$ cat src/rtl/ddr2_lowpower_seq.sv
module ddr2_lowpower_seq #(
  parameter int TW = 8
) (
  input  logic          clk,
  input  logic          rst_n,
  input  logic          acc_req,
  input  logic          acc_rd,
  input  logic          sleep_req,
  input  logic          cke_off,
  input  logic          banks_open,
  input  logic          odt_req,
  input  logic [TW-1:0] t_xsnr,
  input  logic [TW-1:0] t_rfc,
  input  logic [TW-1:0] t_xsrd,
  input  logic [TW-1:0] t_rp,
  input  logic [TW-1:0] t_cke,
  input  logic [TW-1:0] t_xp,
  output logic [1:0]    mem_cmd,
  output logic          mem_cke,
  output logic          mem_odt,
  output logic          sr_busy,
  output logic          acc_rdy
);

  localparam logic [1:0] C_NOP = 2'd0;
  localparam logic [1:0] C_PRE = 2'd1;
  localparam logic [1:0] C_REF = 2'd2;
  localparam logic [1:0] C_ACT = 2'd3;
  localparam logic [TW-1:0] ONE = TW'(1);

  typedef enum logic [2:0] {
    S_IDLE, S_RP, S_SR, S_XSNR, S_RFC, S_XSRD, S_PD, S_XP
  } st_t;

  st_t st, st_n;
  logic [TW-1:0] cnt, cnt_n;
  logic [TW-1:0] xcnt;
  logic to_sr, to_sr_n;
  logic xhold;
  logic cke_drop;

  wire cnt_z    = (cnt == '0);
  wire may_exit = (cnt <= ONE);
  wire xs_met   = (xcnt >= t_xsrd);
  wire wake_sr  = acc_req | ~sleep_req;
  wire wake_pd  = acc_req | ~cke_off;

  always_comb begin
    st_n     = st;
    cnt_n    = cnt_z ? cnt : cnt - ONE;
    to_sr_n  = to_sr;
    mem_cmd  = C_NOP;
    acc_rdy  = 1'b0;
    cke_drop = 1'b0;
    case (st)
      S_IDLE:
        if (acc_req) begin
          mem_cmd = C_ACT;
          acc_rdy = 1'b1;
        end else if (sleep_req || cke_off) begin
          to_sr_n = sleep_req;
          if (banks_open) begin
            mem_cmd = C_PRE;
            st_n    = S_RP;
            cnt_n   = t_rp - ONE;
          end else begin
            cke_drop = 1'b1;
            mem_cmd  = sleep_req ? C_REF : C_NOP;
            st_n     = sleep_req ? S_SR : S_PD;
            cnt_n    = t_cke - ONE;
          end
        end
      S_RP:
        if (cnt_z) begin
          if (acc_req) begin
            mem_cmd = C_ACT;
            acc_rdy = 1'b1;
            st_n    = S_IDLE;
          end else begin
            cke_drop = 1'b1;
            mem_cmd  = to_sr ? C_REF : C_NOP;
            st_n     = to_sr ? S_SR : S_PD;
            cnt_n    = t_cke - ONE;
          end
        end
      S_SR:
        if (may_exit && wake_sr) begin
          st_n  = S_XSNR;
          cnt_n = t_xsnr;
        end
      S_XSNR:
        if (cnt_z) begin
          mem_cmd = C_REF;
          st_n    = S_RFC;
          cnt_n   = t_rfc - ONE;
        end
      S_RFC:
        if (cnt_z) begin
          if (!acc_req) begin
            st_n = S_IDLE;
          end else if (acc_rd && !xs_met) begin
            st_n = S_XSRD;
          end else begin
            mem_cmd = C_ACT;
            acc_rdy = 1'b1;
            st_n    = S_IDLE;
          end
        end
      S_XSRD:
        if (!acc_req) begin
          st_n = S_IDLE;
        end else if (xs_met) begin
          mem_cmd = C_ACT;
          acc_rdy = 1'b1;
          st_n    = S_IDLE;
        end
      S_PD:
        if (may_exit && wake_pd) begin
          st_n  = S_XP;
          cnt_n = t_xp;
        end
      S_XP:
        if (cnt_z) begin
          if (acc_req) begin
            mem_cmd = C_ACT;
            acc_rdy = 1'b1;
          end
          st_n = S_IDLE;
        end
      default: st_n = S_IDLE;
    endcase
  end

  always_ff @(posedge clk or negedge rst_n) begin
    if (!rst_n) begin
      st    <= S_IDLE;
      cnt   <= '0;
      to_sr <= 1'b0;
    end else begin
      st    <= st_n;
      cnt   <= cnt_n;
      to_sr <= to_sr_n;
    end
  end

  always_ff @(posedge clk or negedge rst_n) begin
    if (!rst_n) begin
      xhold <= 1'b0;
      xcnt  <= '0;
    end else if (st == S_SR && st_n == S_XSNR) begin
      xhold <= 1'b1;
      xcnt  <= '0;
    end else if (xhold) begin
      if (xs_met) xhold <= 1'b0;
      else        xcnt  <= xcnt + ONE;
    end
  end

  assign mem_cke = !(st == S_SR || st == S_PD || cke_drop);
  assign mem_odt = odt_req & mem_cke & ~(xhold & ~xs_met);
  assign sr_busy = (st == S_SR) || (st == S_XSNR) || (st == S_RFC) || (st == S_XSRD);

  logic [TW-1:0] low_run;
  always_ff @(posedge clk or negedge rst_n) begin
    if (!rst_n)              low_run <= '0;
    else if (mem_cke)        low_run <= '0;
    else if (low_run != '1)  low_run <= low_run + ONE;
  end


  rdy_is_act_chk: assert property (@(posedge clk) disable iff (!rst_n)
    acc_rdy |-> (mem_cmd == C_ACT));


  rdy_has_req_chk: assert property (@(posedge clk) disable iff (!rst_n)
    acc_rdy |-> acc_req);


  odt_off_low_chk: assert property (@(posedge clk) disable iff (!rst_n)
    !mem_cke |-> !mem_odt);


  cke_low_min_chk: assert property (@(posedge clk) disable iff (!rst_n)
    $rose(mem_cke) |-> (low_run >= t_cke));


  wake_cycle_nop_chk: assert property (@(posedge clk) disable iff (!rst_n)
    $rose(mem_cke) |-> (mem_cmd == C_NOP));


  asleep_nop_chk: assert property (@(posedge clk) disable iff (!rst_n)
    (!mem_cke && !$fell(mem_cke)) |-> (mem_cmd == C_NOP));

endmodule

$ cat config.mk
export PLATFORM = sky130hd
export DESIGN_NAME = ddr2_lowpower_seq
export DESIGN_NICKNAME = d
export VERILOG_FILES = /design/src/rtl/ddr2_lowpower_seq.sv
export SDC_FILE = /design/constraint.sdc
export NUM_CORES = 1
export LEC_CHECK = 0
export BUFFER_PORTS_ARGS = -buffer_cell sky130_fd_sc_hd__buf_4
export CAP_MARGIN = 20
export CELL_PAD_IN_SITES_DETAIL_PLACEMENT = 2
export CELL_PAD_IN_SITES_GLOBAL_PLACEMENT = 2
export CORE_ASPECT_RATIO = 1.1
export CORE_MARGIN = 2
export CORE_UTILIZATION = 31
export DETAILED_ROUTE_END_ITERATION = 8
export PLACE_DENSITY = 0.81
export SYNTH_ARGS = -nofsm -noshare
export SYNTH_HDL_FRONTEND = slang
export SYNTH_SLANG_ARGS = --single-unit
$ cat constraint.sdc
create_clock -name clk -period 3.5 [get_ports clk]
set_input_delay 0.525 -clock clk [delete_from_list [all_inputs] [get_ports clk]]
set_output_delay 0.525 -clock clk [all_outputs]
set_load 0.02 [all_outputs]
==> flow_metrics.env <==
export IMPL_status="completed"
export IMPL_clkPwrFrac=0.072
export IMPL_clkLatencyLatePin_ns=0.27
export IMPL_wirelength_um=10300
export IMPL_endpoint_kind="output port"
export IMPL_tightest_slew_ns=0.548
export IMPL_viasPerCell=5.64
export IMPL_dr_pass1_iters=4
export IMPL_wl_per_cell_um=19.8
export IMPL_dp_hpwl_um=8450
export IMPL_p_int_mw=1.12
export IMPL_grt_overflow=0
export IMPL_fin_util=0.392
export IMPL_ctsHtreeMaxLevel=1
export IMPL_holdCritPathClass="in -> async"
export IMPL_cts_path_max_buffers=2
export IMPL_synth_cells=350
export IMPL_switchingPower_mw=1.30
export IMPL_final_cell_mix="67 x buf_4, 37 x nand2_1, 34 x nor2_1, 23 x xor2_1"
export IMPL_drv_cap=0
export IMPL_cp_max_fo=8
export IMPL_worstPathRequired_ns=2.97
export IMPL_grt_busiest_layer="met2"
export IMPL_p_sw_frac=0.539
export IMPL_async_flop_share=1.00
export IMPL_slew_violations=0
export IMPL_skew_ns=0.00189
export IMPL_ys_types=64
export IMPL_synth_edf_count=0
export IMPL_antenna_cells=0
export IMPL_worstSetupStartpointType="flop"
export IMPL_maxSlewHeadroom=0.632
export IMPL_cts_tree="built"
export IMPL_irDropWorstVdd_mv=0.302
export IMPL_drc=0
export IMPL_area_delta_synth_final_pct=23.2
export IMPL_ys_warn_count=0
export IMPL_met2_usage=0.432
export IMPL_portBuffers=61
export IMPL_final_antenna_net_count=0
export IMPL_yosys_most_used_dff="dfrtp_1"
export IMPL_dr_total_vias=2926
export IMPL_crit_arrival_ns=2.83
export IMPL_die_height_um=101
export IMPL_core_area_um2=8320
export IMPL_synth_seq_cells=21
export IMPL_finalSetupViolCount=0
export IMPL_p_seq_frac=0.212
export IMPL_gp_routability_congestion=0.900
export IMPL_use_met3=0.0254
export IMPL_clock_sinks=21
export IMPL_synth_area_per_cell_um2=7.56
export IMPL_drt_initial_drc_count=143
export IMPL_fmax_ghz=0.298
export IMPL_path_class="reg -> out"
export IMPL_rsz0062_at_grt="false"
export IMPL_dieArea_um2=9300
export IMPL_period_share=0.959
export IMPL_grt_use_met1=0.278
export IMPL_track_usage=0.230
export IMPL_grt_max_degree=26
export IMPL_share_comb_of_total_power=0.716
export IMPL_grt_pass1_wl_um=17100
export IMPL_drive_gt1_frac=0.213
export IMPL_power_density_nw_per_um2=742
export IMPL_setup_tns_ns=0
export IMPL_min_period_ns=3.36
export IMPL_cts_root_buffer="clkbuf_8"
export IMPL_initial_core_util=0.318
export IMPL_cts_hold_buf=0
export IMPL_p_leak_nw=1.46
export IMPL_layout_commonest_cell="buf_4"
export IMPL_path_clk_slew_ns=0.09
export IMPL_grt_pass1_vias=3265
export IMPL_fin_nets=483
export IMPL_row_count=35
export IMPL_numCtsBuffers=3
export IMPL_postCtsSetupBuffers=0
export IMPL_yosysSeqAreaShare=0.198
export IMPL_ioPinCount=62
export IMPL_syn_area_um2=2650
export IMPL_antenna_found_initial=0
export IMPL_synth_nets=424
export IMPL_hold_viol=0
export IMPL_die_width_um=92.1
logic make-up after synthesis:
family | share of synthesized area
DFF | 0.198
muxes | 0.0269
adders and majority gates | 0.0851
AOI/OAI and AO/OA | 0.254
buffers and inverters | 0.0586
and+or+nand+nor | 0.284
xor gates and xnor gates | 0.0926
metrics by stage:
stage	power (mW)	hold WS [ns]	area (µm²)	setup slack [ns]	cells
6_report	2.42	0.128	3260	0.144	519
5_1_grt	2.63	0.145	3260	0.0196	519
4_1_cts	2.42	0.136	3260	0.120	519
3_5_place_dp	2.23	0.438	3210	0.467	515
3_3_place_gp	2.15	0.438	3210	0.546	515
2_1_floorplan	1.67	0.229	2650	0.561	350
worst max-delay path, cell delays in order, from the launching register on:
cell     delay, ns
dfrtp_1       0.44
inv_1         0.13
ha_2          0.25
or3b_2        0.59
nor2_4        0.25
o21ai_0       0.16
o32ai_1       0.27
nand2_1       0.13
a31oi_1       0.17
buf_4         0.17
power by group through the flow:
stage          Sequential [mW]  Clock (mW)  Combinational [mW]
2_1_floorplan            0.463           0                1.20
3_3_place_gp             0.503           0                1.65
3_5_place_dp             0.516           0                1.71
4_1_cts                  0.511       0.178                1.73
5_1_grt                  0.536       0.184                1.91
6_report                 0.514       0.174                1.73
what timing repair did:
action | in CTS | in global routing
hold endpoints to repair | 0 | 0
setup endpoints to repair | 0 | 2
resized for setup | 0 | 1
layout make-up:
cell class / instances / area (µm²)
Fill cell: 1014 / 5060
Multi-Input combinational cell: 295 / 1970
Clock inverter: 1 / 5.00
Inverter: 21 / 78.8
Tap cell: 111 / 139
Timing Repair Buffer: 67 / 503
Sequential cell: 21 / 526
Clock buffer: 3 / 41.3
final timing paths:
kind	startpoint	to	slack [ns]	cells after the start
worst max-delay path	cnt[0]	mem_cmd[1]	0.14	9
worst max register to register	cnt[4]	cnt[2]	0.85	7
worst min-delay path	rst_n	xcnt[7]	0.13	1
max in group asynchronous	rst_n	cnt[0]	3.14	1
min in group clk	t_xp[4]	cnt[4]	0.50	3
worst min register to register	xcnt[7]	xcnt[7]	0.55	2
layer usage:
metal / up-vias / share of wire
met5: - / 0
met1: 1445 / 0.41
met4: 0 / 0.021
met2: 61 / 0.53
li1: 1406 / -
met3: 14 / 0.036
synth_stat cells, types with 2 or more instances:
library cell | count | area, µm²
a221oi_1 | 4 | 35.0
or3b_2 | 2 | 17.5
nand4_1 | 7 | 43.8
nor2_1 | 34 | 128
a211oi_1 | 6 | 45.0
dfrtp_1 | 21 | 526
nand2_1 | 37 | 139
xnor2_1 | 5 | 43.8
nor3b_1 | 6 | 45.0
ha_1 | 18 | 225
or2_2 | 4 | 25.0
nor3_1 | 12 | 60.1
a21oi_1 | 17 | 85.1
o22ai_1 | 5 | 31.3
o31ai_1 | 5 | 37.5
nand3_1 | 8 | 40.0
and2_1 | 2 | 12.5
xor2_1 | 23 | 201
or4_1 | 4 | 30.0
clkbuf_1 | 5 | 18.8
or3_1 | 3 | 18.8
o221ai_1 | 2 | 17.5
nand2b_1 | 3 | 18.8
inv_1 | 21 | 78.8
a22oi_1 | 4 | 30.0
a31oi_1 | 10 | 62.6
o21ai_0 | 14 | 70.1
nor2b_1 | 9 | 56.3
mux2i_1 | 6 | 60.1
buf_2 | 5 | 25.0
nor4_1 | 4 | 25.0
and3_1 | 3 | 18.8
o211ai_1 | 6 | 45.0
a21o_1 | 5 | 37.5
flip-flops by register name (all words and copies together) (netlist names):
name / flops
xcnt: 8
xhold: 1
cnt: 8
to_sr: 1
st: 3
Note: power is estimated with default switching activity, not from simulation.
